[config.mk]
export PLATFORM = sky130hd
export DESIGN_NAME = irq_sel_top
export DESIGN_NICKNAME = d
export VERILOG_FILES = /design/src/rtl/irq_sel_pkg.sv /design/src/rtl/irq_sel_ctrl.sv /design/src/rtl/irq_sel_lsb_enc.sv /design/src/rtl/irq_sel_dp.sv /design/src/rtl/irq_sel_top.sv
export SDC_FILE = /design/constraint.sdc
export NUM_CORES = 1
export LEC_CHECK = 0
export ABC_AREA = 1
export BUFFER_PORTS_ARGS = -buffer_cell sky130_fd_sc_hd__buf_2
export CAP_MARGIN = 5
export CORE_AREA = 2 2 102 104
export CTS_CLUSTER_DIAMETER = 150
export DETAILED_ROUTE_END_ITERATION = 7
export DIE_AREA = 0 0 104 106
export PLACE_DENSITY = 0.79
export SYNTH_ARGS = -nofsm -noshare
export SYNTH_HDL_FRONTEND = slang
export SYNTH_HIERARCHICAL = 1
export SYNTH_SLANG_ARGS = --single-unit
[constraint.sdc]
create_clock -name clk -period 14.9 [get_ports clk]
set_clock_uncertainty 0.05 [all_clocks]
set_input_delay 4.47 -clock clk [delete_from_list [all_inputs] [get_ports clk]]
set_output_delay 4.47 -clock clk [all_outputs]
set_load 0.01 [all_outputs]
[src/rtl/irq_sel_pkg.sv]
package irq_sel_pkg;

  typedef enum logic [1:0] {
    PRIV_U = 2'd0,
    PRIV_S = 2'd1,
    PRIV_H = 2'd2,
    PRIV_M = 2'd3
  } privLvl_e;

  // strobes from control to datapath
  typedef struct packed {
    logic mGate;      // non-delegated interrupts may fire
    logic sGate;      // delegated interrupts may fire
    logic sTargetOk;  // current level allows trapping into S
  } selCtrl_t;

endpackage

[src/rtl/irq_sel_ctrl.sv]
module irq_sel_ctrl
  import irq_sel_pkg::*;
(
  input  logic     clk,
  input  logic     rst_n,
  input  privLvl_e curPriv,
  input  logic     mGlobalIe,
  input  logic     sGlobalIe,
  output selCtrl_t ctl
);

  logic belowM;
  logic belowS;
  logic inM;
  logic inS;

  always_comb begin
    belowM = (curPriv != PRIV_M);
    belowS = (curPriv == PRIV_U);
    inM    = (curPriv == PRIV_M);
    inS    = (curPriv == PRIV_S);
    ctl.mGate     = belowM | (inM & mGlobalIe);
    ctl.sGate     = belowS | (inS & sGlobalIe);
    ctl.sTargetOk = belowS | inS;
  end

  AST_S_GATE_CLOSED_HIGH: assert property (@(posedge clk) disable iff (!rst_n)
    (curPriv == PRIV_M || curPriv == PRIV_H) |-> !ctl.sGate);
  AST_M_GATE_OPEN_LOW: assert property (@(posedge clk) disable iff (!rst_n)
    (curPriv != PRIV_M) |-> ctl.mGate);

endmodule

[src/rtl/irq_sel_lsb_enc.sv]
module irq_sel_lsb_enc #(
  parameter int W = 32,
  localparam int IDXW = (W > 1) ? $clog2(W) : 1
) (
  input  logic [W-1:0]    vecIn,
  output logic            anyHit,
  output logic [W-1:0]    oneHot,
  output logic [IDXW-1:0] idxOut
);

  logic [W:0] lowerHit;
  assign lowerHit[0] = 1'b0;

  for (genvar gi = 0; gi < W; gi++) begin : g_chain
    assign oneHot[gi]     = vecIn[gi] & ~lowerHit[gi];
    assign lowerHit[gi+1] = lowerHit[gi] | vecIn[gi];
  end

  assign anyHit = lowerHit[W];

  always_comb begin
    idxOut = '0;
    for (int i = 0; i < W; i++) begin
      if (oneHot[i]) idxOut = idxOut | IDXW'(i);
    end
  end

endmodule

[src/rtl/irq_sel_dp.sv]
module irq_sel_dp
  import irq_sel_pkg::*;
#(
  parameter int XLEN = 64,
  localparam int IDXW = $clog2(XLEN)
) (
  input  logic            clk,
  input  logic            rst_n,
  input  logic [XLEN-1:0] pendVec,
  input  logic [XLEN-1:0] enVec,
  input  logic [XLEN-1:0] delegMask,
  input  selCtrl_t        ctl,
  output logic            takeIrq,
  output logic [XLEN-1:0] causeOut,
  output privLvl_e        targetPriv
);

  logic [XLEN-1:0] candVec;
  logic [XLEN-1:0] eligVec;
  logic [XLEN-1:0] winHot;
  logic [IDXW-1:0] winIdx;
  logic            anyElig;
  logic [XLEN-1:0] causeNext;
  privLvl_e        targetNext;

  always_comb begin
    candVec = pendVec & enVec;
    eligVec = (candVec & ~delegMask & {XLEN{ctl.mGate}})
            | (candVec &  delegMask & {XLEN{ctl.sGate}});
  end

  irq_sel_lsb_enc #(.W(XLEN)) u_enc (
    .vecIn (eligVec),
    .anyHit(anyElig),
    .oneHot(winHot),
    .idxOut(winIdx)
  );

  always_comb begin
    causeNext = '0;
    targetNext = PRIV_M;
    if (anyElig) begin
      causeNext[XLEN-1]   = 1'b1;
      causeNext[IDXW-1:0] = winIdx;
      if (ctl.sTargetOk && |(winHot & delegMask)) targetNext = PRIV_S;
    end
  end

  always_ff @(posedge clk) begin
    if (!rst_n) begin
      takeIrq    <= 1'b0;
      causeOut   <= '0;
      targetPriv <= PRIV_M;
    end else begin
      takeIrq    <= anyElig;
      causeOut   <= causeNext;
      targetPriv <= targetNext;
    end
  end

  AST_CAUSE_FLAG: assert property (@(posedge clk) disable iff (!rst_n)
    takeIrq |-> causeOut[XLEN-1]);
  AST_IDLE_ZERO: assert property (@(posedge clk) disable iff (!rst_n)
    !takeIrq |-> (causeOut == '0 && targetPriv == PRIV_M));
  AST_WINNER_ELIGIBLE: assert property (@(posedge clk) disable iff (!rst_n)
    takeIrq |-> ((($past(eligVec) >> causeOut[IDXW-1:0]) & XLEN'(1)) != '0));
  AST_WINNER_LOWEST: assert property (@(posedge clk) disable iff (!rst_n)
    takeIrq |-> (($past(eligVec) & ((XLEN'(1) << causeOut[IDXW-1:0]) - XLEN'(1))) == '0));
  AST_S_NEEDS_TAKE: assert property (@(posedge clk) disable iff (!rst_n)
    (targetPriv == PRIV_S) |-> takeIrq);
  AST_ONEHOT_WIN: assert property (@(posedge clk) disable iff (!rst_n)
    $onehot0(winHot));

endmodule

[src/rtl/irq_sel_top.sv]
module irq_sel_top
  import irq_sel_pkg::*;
#(
  parameter int XLEN = 64
) (
  input  logic            clk,
  input  logic            rst_n,
  input  logic [XLEN-1:0] pendVec,
  input  logic [XLEN-1:0] enVec,
  input  logic [XLEN-1:0] delegMask,
  input  logic [1:0]      curPriv,
  input  logic            mGlobalIe,
  input  logic            sGlobalIe,
  output logic            takeIrq,
  output logic [XLEN-1:0] causeOut,
  output logic [1:0]      targetPriv
);

  selCtrl_t ctl;
  privLvl_e privIn;
  privLvl_e targetInt;

  assign privIn     = privLvl_e'(curPriv);
  assign targetPriv = targetInt;

  irq_sel_ctrl u_ctrl (
    .clk      (clk),
    .rst_n    (rst_n),
    .curPriv  (privIn),
    .mGlobalIe(mGlobalIe),
    .sGlobalIe(sGlobalIe),
    .ctl      (ctl)
  );

  irq_sel_dp #(.XLEN(XLEN)) u_dp (
    .clk       (clk),
    .rst_n     (rst_n),
    .pendVec   (pendVec),
    .enVec     (enVec),
    .delegMask (delegMask),
    .ctl       (ctl),
    .takeIrq   (takeIrq),
    .causeOut  (causeOut),
    .targetPriv(targetInt)
  );

endmodule

* Yosys cells after proc, flatten, opt, wreduce, memory -nomap -nowiden
Cells that the tools add are included.
Word-level totals: bits in registers 67, output and inout port bits 67, word-level logic and storage cells 280
Cells by class: eq/ne operators 3, muxes and demuxes 66, bitwise logic cells 202, reduce and logical (&&, ||, !) cells 4
Operators with widths (number):
- AND 64 bit | 6
- two-way mux 6 bit | 32
- two-way mux 5 bit | 16
- bitwise OR 1 bit | 66
- AND 1 bit | 65
- inverter 64 bit | 1
- bitwise OR 64 bit | 1
- OR reduction 64 bit | 1
- inverter 1 bit | 63
- two-way mux 4 bit | 8
- two-way mux 3 bit | 4
- two-way mux 2 bit | 4
- == test 2 x 1 -> 1 bit, second input constant | 1
- == test 2 bit, second input constant | 1
- logical NOT 2 bit | 1
- two-way mux 1 bit | 2
- != test 2 bit, second input constant | 1
- AND reduction 2 bit | 1
- logical AND 1 bit | 1

* Logic depth before layout (Yosys ltp)
word-level depth 74, gate-level depth with buffers 45, depth with buffers taken out 44

* Cells and area by module
The synthesis kept the hierarchy.
By module, submodules not included:
- irq_sel_dp | instances 1, cells each 418, area each 2521.2 µm², seq. area each 160.2 µm²
- irq_sel_lsb_enc | instances 1, cells each 314, area each 1562.7 µm², seq. area each 0.0 µm²
- irq_sel_ctrl | instances 1, cells each 4, area each 23.8 µm², seq. area each 0.0 µm²

* Worst setup path before layout
No wires, ideal clock.
path kind input to register, start point input port mGlobalIe, end point register u_dp.targetPriv[1], setup time 0.118 ns, arrival time 8.719 ns, data required time 14.732 ns, path slack 6.013 ns, cell stages on the path 45, buffers on the path 2, cell sequence nand3b_1 -> buf_4 -> buf_6 -> nor2_1 -> a211oi_2 -> inv_1 -> nand4_4 -> nor2_2 -> nand4_1 -> nor2_1 -> nand4_1 -> nor2_1 -> nand4_1 -> nor2_1 -> nand4_1 -> nor2_1 -> nand4_1 -> nor2_1 -> [9 not listed] -> nor2_4 -> nand4_4 -> nor2_4 -> nand4_4 -> nor2_4 -> nand4_2 -> nor2_4 -> nand4_2 -> nor2_4 -> nand3_4 -> inv_2 -> nand2_1 -> nand2_1 -> nor2_1 -> nand2_1 -> nor2_1 -> nand2_1 -> o21ai_1
RTL lines:
- from (decl) | line irq_sel_top.sv:12 | input logic mGlobalIe,
- AND 1 bit | line irq_sel_ctrl.sv:22 | ctl.mGate = belowM | (inM & mGlobalIe);
- bitwise OR 1 bit | line irq_sel_ctrl.sv:22
- AND 64 bit | line irq_sel_dp.sv:28 | eligVec = (candVec & ~delegMask & {XLEN{ctl.mGate}})
- bitwise OR 64 bit | line irq_sel_dp.sv:29 | | (candVec & delegMask & {XLEN{ctl.sGate}});
- via u_dp.eligVec[3] | line irq_sel_dp.sv:19 | logic [XLEN-1:0] eligVec;
- bitwise OR 1 bit (60 in a row) | line irq_sel_lsb_enc.sv:16 | assign lowerHit[gi+1] = lowerHit[gi] | vecIn[gi];
- inverter 1 bit | line irq_sel_lsb_enc.sv:15 | assign oneHot[gi] = vecIn[gi] & ~lowerHit[gi];
- AND 1 bit | line irq_sel_lsb_enc.sv:15
- via u_dp.winHot[63] | line irq_sel_dp.sv:20 | logic [XLEN-1:0] winHot;
- AND 64 bit | line irq_sel_dp.sv:45 | if (ctl.sTargetOk && |(winHot & delegMask)) targetNext = PRIV_S;
- OR reduction 64 bit | line irq_sel_dp.sv:45
- logical AND 1 bit | line irq_sel_dp.sv:45
- two-way mux 2 bit | line irq_sel_dp.sv:45
- two-way mux 2 bit | line irq_sel_dp.sv:42 | if (anyElig) begin
- to (signal assigned) | line irq_sel_dp.sv:57 | targetPriv <= targetNext;
- to (decl) | line irq_sel_dp.sv:15 | output privLvl_e targetPriv
The timed path passes the listed nets, and every way through them passes these cells. The select of a mux whose other input is x is not followed. A chain may end at the register's enable or synchronous reset.

==> run_results.csv <==
group,metric,value,unit
logic_synthesis,synth_cell_type_count,33,
timing,setup_viol,0,
cells_and_area,nets,1130,
timing,tightest_slew,955,ps
timing,finalCriticalPeriod,10040,ps
clock_network,clock_path_buffers,2,
critical_path,crit_slowest_cell,"buf_4",
pwr,power,0.156,mW
pwr,comb_power_share,68.9,%
hold_path,hold_class,"input port to flip-flop",
placement,dpl.hpwl,9.88,mm
pwr,p_int,0.0848,mW
timing,hold_violations,0,
grt,overflow,0,
logic_synthesis,synthesis.instances,736,
drt,wl,11.3,mm
critical_path,worstPathArrival,10090,ps
die,num_io_pins,265,
die,dieHeight,106,um
timing,rsz0062_at_grt,"false",
logic_synthesis,yosys_warnings,6,
pwr,seqPwrFrac,15.3,%
clock_network,cts-root-buf,"clkbuf_8",
critical_path,cp-start-kind,"input port",
clock_network,cts_made_buffers,3,
clock_network,cts_tree,"yes",
flow_run,maxCapViolCount,0,
placement,gp_congestion,0.860,
clock_network,path_clk_slew,40,ps
critical_path,cp_slowest_stage_delay,720,ps
critical_path,crit_type,"input port to flip-flop",
clock_network,cts_resized,0,
critical_path,crit_required,14960,ps
outcome,status,"complete, no violations",
cells_and_area,drive_gt1_share,32.2,%
grt,first_global_vias,4530,
logic_synthesis,ys_ff_latch,8,
pwr,switching_share,45.5,%
timing,finalCritPeriodShare,67.4,%
die,core_area,10000,um2
drt,postRouteAntennaNets,0,
pwr,clkPwrFrac,15.8,%
clock_network,holdBufCountCts,0,
timing,maxSlewHeadroom,36.3,%
drt,wl_per_cell,10.6,um
die,die_w,104,um
grt,grt_max_degree,65,
cells_and_area,final_common_cell,"buf_2",
drt,initialDrtViolationCount,169,
die,rows,37,
drt,dr.pass1.iters,4,
clock_network,cts_max_level,1,
cells_and_area,num-fill-cells,1068,
logic_synthesis,syn_area,4110,um2
grt,grt.total_usage,19.8,%
pwr,vdd_drop_max,0.0285,mV
cells_and_area,final_cell_mix,"buf_2 (206), nand2_1 (187), nor2_1 (174)",
drt,vias,4957,
placement,portBuffers,206,
critical_path,crit_top_cell,"nor2_1",
grt,antenna_found_initial,1,
logic_synthesis,synth_area_per_cell,5.58,um2
die,dieArea,11000,um2
critical_path,worst_setup_path_end_kind,"flip-flop",
timing,drv_slew,0,
drt,via_per_inst,4.65,
grt,grt_pass1_wl,18.9,mm
pwr,p_sw,0.0708,mW
critical_path,cp_max_fo,64,
timing,tns,0,ps
clock_network,cts_sinks,8,
pwr,power_density,31.0,nW/um2
timing,max_freq,99.6,MHz
pwr,p_leak,2.74,nW
drt,drc,0,
logic_synthesis,ys_seq_area_share,3.90,%
clock_network,cts_setup_buffers,0,
die,start_util,41.1,%
cells_and_area,area_growth,22.3,%
==> flip-flops by register name, summed over array words and instances (netlist names) <==
| name | cells |
|---|---|
| u_dp/targetPriv | 1 |
| u_dp/takeIrq | 1 |
| u_dp/causeOut | 6 |
==> metrics by stage <==
step           hold WS (ps)  instance area (um2)  std cells  setup slack, ps  util, %
2_1_floorplan          4590                 4320        792             6010        -
3_3_place_gp           4780                 4980       1063             4770     49.8
3_5_place_dp           4780                 4980       1063             4600     49.8
4_1_cts                4550                 5020       1066             4810     50.2
5_1_grt                4590                 5020       1067             4120     50.2
6_report               4550                 5020       1067             4860     50.2
==> synth_stat cells, drive strengths merged <==
cell	n	area share [%]
a21oi	1	0.21
buf	73	14
nand2	189	17
o41ai	1	0.21
o21ai	2	0.24
nand4	39	7.9
nand3b	5	0.91
conb	2	0.18
inv	108	9.9
or4	4	0.73
nor4	7	1.1
clkinv	3	0.27
nor3	12	1.6
dfxtp	8	3.9
nor2	184	18
a211oi	64	19
or2	2	0.30
nand3	30	4.1
or3	1	0.15
o2111ai	1	0.21
==> critical path: cells and delay by family <==
kind                   cells  cell delay [ps]
AO/OA/AOI/OAI              3              470
buffers and inverters      5              980
AND/OR/NAND/NOR           38             4150
==> area by class of cell <==
| cell class | count | area, um2 | share of cell area [%] |
|---|---|---|---|
| Clock buffer | 3 | 41.3 | 0.822 |
| Antenna cell | 1 | 2.50 | 0.0498 |
| Timing Repair Buffer | 208 | 1050 | 20.8 |
| Sequential cell | 8 | 160 | 3.19 |
| Inverter | 111 | 418 | 8.32 |
| Tap cell | 136 | 170 | 3.39 |
| Multi-Input combinational cell | 600 | 3190 | 63.4 |
==> kinds of logic (layout without fill, tap and decap cells) <==
family | Yosys count | after routing | share of synthesized area (%)
other cells | 2 | 59 | 0.183
simple gates | 473 | 473 | 52.4
compound gates | 69 | 69 | 19.9
flops | 8 | 8 | 3.90
buf+inv | 184 | 322 | 23.7
==> power groups by stage <==
stage | sequential, mW | clock, mW | combinational (mW)
2_1_floorplan | 0.0251 | 0 | 0.0742
3_3_place_gp | 0.0242 | 0 | 0.106
3_5_place_dp | 0.0241 | 0 | 0.107
4_1_cts | 0.0238 | 0.0251 | 0.108
5_1_grt | 0.0239 | 0.0267 | 0.120
6_report | 0.0238 | 0.0246 | 0.107
==> routing by layer <==
metal / up-vias / part of all wire, % / GRT usage (%)
li1: 2658 / - / -
met1: 2098 / 42 / 23.4
met2: 189 / 50 / 37.4
met3: 12 / 6.9 / 2.45
met4: 0 / 1.9 / 5.41
met5: - / 0 / 0
==> path summary, 6_finish.rpt <==
path | startpoint | endpoint | slack (ps) | cells past startpoint
worst max-delay path | sGlobalIe | u_dp/targetPriv[1]$_SDFF_PN1_ | 4860 | 46
worst min-delay path | rst_n | u_dp/takeIrq$_SDFF_PN0_ | 4550 | 3
Note: power is estimated with default switching activity, not from simulation.
